===== config.mk =====
export PLATFORM = sky130hd
export DESIGN_NAME = ctlreg_file
export DESIGN_NICKNAME = d
export VERILOG_FILES = /design/src/rtl/ctlreg_pkg.sv /design/src/rtl/ctlreg_cycle.sv /design/src/rtl/ctlreg_decode.sv /design/src/rtl/ctlreg_store.sv /design/src/rtl/ctlreg_cmd.sv /design/src/rtl/ctlreg_file.sv
export SDC_FILE = /design/constraint.sdc
export NUM_CORES = 2
export LEC_CHECK = 0
export CAP_MARGIN = 10
export CORE_ASPECT_RATIO = 1.25
export CORE_MARGIN = 5
export CORE_UTILIZATION = 50
export DETAILED_ROUTE_END_ITERATION = 8
export PLACE_DENSITY = 0.7
export SETUP_SLACK_MARGIN = 0.1
export SLEW_MARGIN = 10
export SYNTH_ARGS = -nofsm -noshare
export SYNTH_HDL_FRONTEND = slang
export SYNTH_HIERARCHICAL = 1
export SYNTH_SLANG_ARGS = --single-unit

===== constraint.sdc =====
create_clock -name clk -period 2.8 [get_ports clk]
set_input_delay 0.42 -clock clk [delete_from_list [all_inputs] [get_ports clk]]
set_output_delay 0.42 -clock clk [all_outputs]
set_load 0.1 [all_outputs]

===== src/rtl/ctlreg_pkg.sv =====
// Shared constants, slot indices, write kinds and write masks for the
// control register file. Assumes slots above NSLOT-1 are unused.
package ctlreg_pkg;

    localparam int DATA_W = 64;
    localparam int IDX_W  = 6;
    localparam int NSLOT  = 21;
    localparam int NCMD   = 2;
    localparam int HALF_W = DATA_W / 2;

    localparam int SLOT_SCR0   = 0;
    localparam int SLOT_TVEC   = 4;
    localparam int SLOT_MEMCTL = 5;
    localparam int SLOT_EXCPC  = 6;
    localparam int SLOT_TRQ    = 7;
    localparam int SLOT_TEN    = 8;
    localparam int SLOT_MODEI  = 9;
    localparam int SLOT_MODED  = 10;
    localparam int SLOT_PTBASE = 11;
    localparam int SLOT_CMODE  = 12;
    localparam int SLOT_MMODE  = 13;
    localparam int SLOT_EXCSUM = 14;
    localparam int SLOT_EXCMSK = 15;
    localparam int SLOT_CYCCNT = 16;
    localparam int SLOT_CYCCTL = 17;
    localparam int SLOT_IRQID  = 18;
    localparam int SLOT_CMD0   = 19;

    localparam logic [DATA_W-1:0] MEMCTL_RESET = 64'h6;

    typedef enum logic [2:0] {
        K_NONE, K_RW, K_CLR, K_ONCE, K_RO, K_CMD
    } kind_e;

    // Write kind of each slot index.
    function automatic kind_e kind_of(input int i);
        if (i < 0 || i >= NSLOT)                     return K_NONE;
        if (i == SLOT_EXCSUM || i == SLOT_EXCMSK)     return K_CLR;
        if (i == SLOT_CYCCTL)                         return K_ONCE;
        if (i == SLOT_IRQID)                          return K_RO;
        if (i >= SLOT_CMD0 && i < SLOT_CMD0 + NCMD)   return K_CMD;
        return K_RW;
    endfunction

    // Bits a plain write keeps in each slot.
    function automatic logic [DATA_W-1:0] mask_of(input int i);
        case (i)
            SLOT_EXCPC:                return ~64'h2;
            SLOT_TRQ,   SLOT_TEN:      return 64'hF;
            SLOT_MODEI, SLOT_MODED:    return 64'h18;
            SLOT_PTBASE:               return 64'hFFFF_FFFF_C000_0000;
            SLOT_CMODE, SLOT_MMODE:    return 64'h3F;
            default:                   return '1;
        endcase
    endfunction

endpackage


===== src/rtl/ctlreg_cycle.sv =====
// Free-running cycle count. Counts rising edges since rst_n was released.
// Assumes wraparound at 2^W is acceptable.
module ctlreg_cycle #(
    parameter int W = 32
) (
    input  logic         clk,
    input  logic         rst_n,
    output logic [W-1:0] count
);

    // Advance the count on every edge out of reset.
    always_ff @(posedge clk) begin
        if (!rst_n) count <= '0;
        else        count <= count + W'(1);
    end

endmodule


===== src/rtl/ctlreg_decode.sv =====
// Maps an access index to its write kind. Indices past the bank decode
// as K_NONE. Purely combinational.
module ctlreg_decode
    import ctlreg_pkg::*;
#(
    parameter int IW = IDX_W
) (
    input  logic [IW-1:0] idx,
    output kind_e         kind
);

    // Look up the kind of the addressed slot.
    always_comb kind = kind_of(int'(idx));

endmodule


===== src/rtl/ctlreg_store.sv =====
// Storage for every slot. Each slot applies its own rule on a qualified
// write: masked store, clear, or set-once. Slots without storage read zero.
// Assumes we is already qualified by speculation and error checks.
module ctlreg_store
    import ctlreg_pkg::*;
#(
    parameter logic [DATA_W-1:0] TVEC_RESET = '0
) (
    input  logic              clk,
    input  logic              rst_n,
    input  logic              we,
    input  logic [IDX_W-1:0]  widx,
    input  logic [DATA_W-1:0] wdata,
    output logic [DATA_W-1:0] q [NSLOT]
);

    for (genvar g = 0; g < NSLOT; g++) begin : g_slot
        localparam kind_e             KND  = kind_of(g);
        localparam logic [DATA_W-1:0] MSK  = mask_of(g);
        localparam logic [DATA_W-1:0] RSTV = (g == SLOT_TVEC)   ? TVEC_RESET :
                                             (g == SLOT_MEMCTL) ? MEMCTL_RESET : '0;
        if (KND == K_RW || KND == K_CLR || KND == K_ONCE) begin : g_reg
            logic hit;
            assign hit = we && (widx == IDX_W'(g));
            // Hold the slot value and apply its write rule.
            always_ff @(posedge clk) begin
                if (!rst_n) begin
                    q[g] <= RSTV;
                end else if (hit) begin
                    if (KND == K_CLR)       q[g] <= '0;
                    else if (KND == K_ONCE) q[g] <= DATA_W'(1);
                    else                    q[g] <= wdata & MSK;
                end
            end
        end else begin : g_none
            assign q[g] = '0;
        end
    end

endmodule


===== src/rtl/ctlreg_cmd.sv =====
// One-cycle command pulses, one per command slot, registered from the
// qualified write. Assumes fire is already qualified by speculation.
module ctlreg_cmd
    import ctlreg_pkg::*;
#(
    parameter int N    = NCMD,
    parameter int BASE = SLOT_CMD0
) (
    input  logic             clk,
    input  logic             rst_n,
    input  logic             fire,
    input  logic [IDX_W-1:0] idx,
    output logic [N-1:0]     pulse
);

    for (genvar k = 0; k < N; k++) begin : g_pulse
        // Raise bit k for one cycle after a write to slot BASE+k.
        always_ff @(posedge clk) begin
            if (!rst_n) pulse[k] <= 1'b0;
            else        pulse[k] <= fire && (idx == IDX_W'(BASE + k));
        end
    end

endmodule


===== src/rtl/ctlreg_file.sv =====
// Masked control register file: combinational indexed read, clocked
// indexed write with per-slot rules, live cycle counter low half, write
// suppression under speculation, registered one-cycle error pulse.
// Assumes one read and one write per cycle. A read of the slot being
// written returns the old value.
module ctlreg_file
    import ctlreg_pkg::*;
#(
    parameter logic [63:0] TVEC_RESET = 64'h0000_0000_0001_0000
) (
    input  logic        clk,
    input  logic        rst_n,
    input  logic        rd_en,
    input  logic [5:0]  rd_idx,
    output logic [63:0] rd_data,
    input  logic        wr_en,
    input  logic [5:0]  wr_idx,
    input  logic [63:0] wr_data,
    input  logic        spec,
    output logic        err,
    output logic [1:0]  cmd_pulse
);

    localparam int SLOT_W = $clog2(NSLOT);

    kind_e             rkind, wkind;
    logic [DATA_W-1:0] q [NSLOT];
    logic [HALF_W-1:0] live;
    logic              wr_live, wr_bad, rd_bad, store_we, cmd_fire;

    ctlreg_decode u_rdec (.idx(rd_idx), .kind(rkind));
    ctlreg_decode u_wdec (.idx(wr_idx), .kind(wkind));

    ctlreg_cycle #(.W(HALF_W)) u_cyc (.clk(clk), .rst_n(rst_n), .count(live));

    // Qualify the write and classify both accesses.
    always_comb begin
        wr_live  = wr_en && !spec;
        wr_bad   = (wkind == K_NONE) || (wkind == K_RO) ||
                   ((wkind == K_ONCE) && q[SLOT_CYCCTL][0]);
        rd_bad   = (rkind == K_NONE) || (rkind == K_CMD);
        store_we = wr_live && !wr_bad;
        cmd_fire = wr_live && (wkind == K_CMD);
    end

    ctlreg_store #(.TVEC_RESET(TVEC_RESET)) u_store (
        .clk(clk), .rst_n(rst_n), .we(store_we),
        .widx(wr_idx), .wdata(wr_data), .q(q)
    );

    ctlreg_cmd u_cmd (
        .clk(clk), .rst_n(rst_n), .fire(cmd_fire),
        .idx(wr_idx), .pulse(cmd_pulse)
    );

    // Select read data, merging the live count into the counter slot.
    always_comb begin
        rd_data = '0;
        if (rd_en && !rd_bad) begin
            if (rd_idx == IDX_W'(SLOT_CYCCNT))
                rd_data = {q[SLOT_CYCCNT][DATA_W-1:HALF_W], live};
            else
                rd_data = q[rd_idx[SLOT_W-1:0]];
        end
    end

    // Register the error pulse for bad reads and bad live writes.
    always_ff @(posedge clk) begin
        if (!rst_n) err <= 1'b0;
        else        err <= (rd_en && rd_bad) || (wr_live && wr_bad);
    end

endmodule


==> results by group <==
Run status
  – Result of the run: finished with violations
  – Failing checks: negative setup slack

Die
  – Area of the core: 77500 um^2
  – Die height: 322 um
  – Die ar.: 83800 um^2
  – I/O pin count: 148
  – Initial cell density of the core: 50.4%
  – Row cnt: 114
  – Die X-Extent: 260 um

CTS
  – Worst-skew pair later-pin latency: 0.60 ns
  – Clk buf depth: 3
  – Num CTS Buffers: 67
  – Clk slew on worst S/H paths: 0.06 ns
  – CTS tree: yes
  – Post-cts hold buffer count: 0
  – Sinks on Clock Net: 605
  – Max H-tree Level: 3
  – Root Driver: clkbuf_16

Detailed routing
  – Post-route ant nets: 0
  – Final WL: 105 mm
  – Total vias in the final route: 27224
  – DRT Pass-1 Iters: 6
  – Initial DRC Count: 1973
  – Via density: 5.38
  – DRC viols: 0
  – WL/cell: 20.8 um

Setup path
  – R2R cell count: 5
  – Worst Path Max Fanout: 7
  – Reg2reg end: u_cyc/count[22]
  – Worst Setup SP: rd_idx[3]
  – WP data arrival: 2.52 ns
  – CP endpoint: rd_data[29]
  – R2R Path Start: u_cyc/count[1]
  – CP Data Required Time: 2.38 ns
  – Crit path capture type: primary output
  – CP Class: in -> out
  – Startpoint Class: input pin
  – Internal reg-to-reg setup slack: 0.42 ns

Place
  – PortBufs: 147
  – HPWL after detailed placement: 69.0 mm
  – RD Place Congestion: 0.835
  – Placed Cells: 4900

Synthesis
  – Mapped Avg Cell Area: 10.3 um^2
  – Syn Std Cell Area: 39000 um^2
  – Mux cell area share after synthesis: 33.2%
  – Synth Area in Simple Gates: 8.32%
  – Compound-Gate Fraction of Synth Area: 8.47%
  – Synth Area in Adders: 0.0321%
  – Asr flop ratio synth: 0%
  – #FFs+latches synth: 605
  – Synth warnings: 6
  – Post-synthesis cell count: 3782
  – Largest family of logic cells by synthesized area: multiplexers
  – Number of synthesized flops with an enable pin: 0
  – Unique cell type count in the Yosys netlist: 51
  – Register area share after synthesis: 31.0%
  – Synth Flop Type: dfxtp_1
  – Post-synthesis xor/xnor area fraction: 0.224%

Cells and area
  – Post-Layout Cell Count: 5059
  – Diode count: 0
  – Layout area overhead: 15.1%
  – Fraction of layout cells with a size suffix above 1: 23.9%
  – Fill cells: 6343
  – Final Util: 58.0%
  – Final net count: 4056

STA
  – Final Cycle Share: 105%
  – RSZ-0062 raised after global routing: true
  – Final setup margin: -0.136 ns
  – Hold Vio Cnt, Final: 0
  – Pins Over Slew Limit: 0
  – Worst-Margin Slew: 0.829 ns
  – Final setup vio count: 63
  – Hold slack: 0.278 ns
  – Slew headroom: 44.7%
  – Skew final: 0.0303 ns
  – Post-route minimum period: 2.94 ns
  – FMAX: 0.341 GHz

Global routing
  – Total gr overflow: 0
  – Largest net degree at the start of global routing: 80
  – Initial antenna violation count: 0
  – Number of global-route vias before repair: 27250
  – Total GRT Usage: 23.9%
  – First-pass GRT wire length: 158 mm

Flow run
  – Number of max-cap violations: 0

Worst hold path
  – Worst min-delay path category: in -> reg

Pwr
  – Worst VDD drop: 0.473 mV
  – Static Leak: 19.1 nW
  – Total power per unit cell area: 448 nW/um^2
[cells in the final DEF (no fill, tap or decap), drive strengths merged, types with 4 or more instances in the layout]
| cell | instances |
|---|---|
| nor2 | 20 |
| a22oi | 128 |
| xor2 | 5 |
| mux2i | 574 |
| nor4 | 6 |
| mux4 | 320 |
| and4 | 4 |
| a21oi | 85 |
| conb | 774 |
| nor3 | 8 |
| clkdlybuf4s50 | 71 |
| nand2b | 7 |
| xnor2 | 5 |
| nand4b | 6 |
| or3 | 6 |
| dfxtp | 605 |
| inv | 9 |
| clkinv | 9 |
| o21ai | 73 |
| a21o | 64 |
| or4 | 13 |
| clkbuf | 104 |
| nand3 | 14 |
| buf | 324 |
| o31ai | 11 |
| nor2b | 11 |
| nand2 | 651 |
| a221oi | 64 |
| nand4 | 9 |
[stage by stage]
| stage | TNS, ns | worst slack [ns] | area [um^2] | total power [W] |
|---|---|---|---|---|
| 2_1_floorplan | -0.218 | -0.218 | 42600 | 0.0114 |
| 3_3_place_gp | -310.45 | -0.652 | 41300 | 0.0115 |
| 3_5_place_dp | -293.29 | -0.594 | 41300 | 0.0115 |
| 4_1_cts | -2.28 | -0.0908 | 44200 | 0.0201 |
| 5_1_grt | -6.55 | -0.163 | 44900 | 0.0208 |
| 6_report | -4.81 | -0.136 | 44900 | 0.0201 |
[flip-flops by register name, summed over array words and instances (netlist names)]
register / flops
u_store/q: 570
u_cyc/count: 32
u_cmd/pulse: 2
err: 1
[report_power, final]
group	switching (W)	internal (W)	total, W
Combinational	0.00166	0.00129	0.00295
Clock	0.00361	0.00493	0.00854
Sequential	0.0000116	0.00862	0.00863
Total	0.00529	0.0148	0.0201
[critical path: stages]
cell	delay (ns)
buf_6	0.10
nand2b_4	0.13
or4b_4	0.50
a21oi_4	0.17
o21a_2	0.17
buf_12	0.15
buf_6	0.12
buf_16	0.13
o21ai_4	0.06
buf_6	0.13
a21oi_4	0.19
buf_12	0.21
[synth_stat cells (all sizes together) (20+ instances only)]
library cell / number / area share (%)
mux2i: 574 / 15
a22oi: 128 / 2.5
a221oi: 64 / 2.4
a21o: 64 / 1.2
nand2: 651 / 6.3
a21oi: 85 / 1.1
mux4: 320 / 18
nor2: 20 / 0.19
dfxtp: 605 / 31
clkbuf: 128 / 1.2
buf: 931 / 17
o21ai: 73 / 0.94
[cell type report]
class | instances | area (um^2) | area share [%]
multi-input combinational | 2883 | 23900 | 53.2
sequential | 605 | 12100 | 27.0
timing repair buffer | 409 | 5530 | 12.3
clock buffer | 95 | 1910 | 4.26
tap | 1044 | 1310 | 2.91
clock inverter | 15 | 140 | 0.312
inverter | 8 | 30.0 | 0.0669
[worst min path at each step]
stage,startpoint,depth (start not counted),slack (ns),to
final,rst_n,3,0.28,u_store/q[1016]
after global routing,rst_n,3,0.27,u_store/q[297]
after CTS,rst_n,3,0.24,u_store/q[297]
after detailed placement,u_store/q[944],2,0.45,u_store/q[944]
after global placement,u_store/q[606],2,0.44,u_store/q[606]
after floorplan,u_store/q[896],2,0.43,u_store/q[896]
[cell families after synthesis]
logic type / after synthesis
AOI/OAI and AO/OA: 432
DFF: 605
and+or+nand+nor: 772
other: 1
buffers and inverters: 1067
adders and majority gates: 1
xor gates and xnor gates: 10
muxes: 894
[timing repair]
action | CTS | global route
resized for setup | 170 | 60
setup buffers | 11 | 22
cloned | 9 | 9
setup endpoints to repair | 287 | 556
pin swaps | 6 | 13
[layer usage]
layer	part of all wire [%]	global-route usage, %
met1	39	29.2
met2	51	42.5
met3	5.1	2.79
met4	4.9	10.8
met5	0	0
Power figures use the tool's default switching activity.
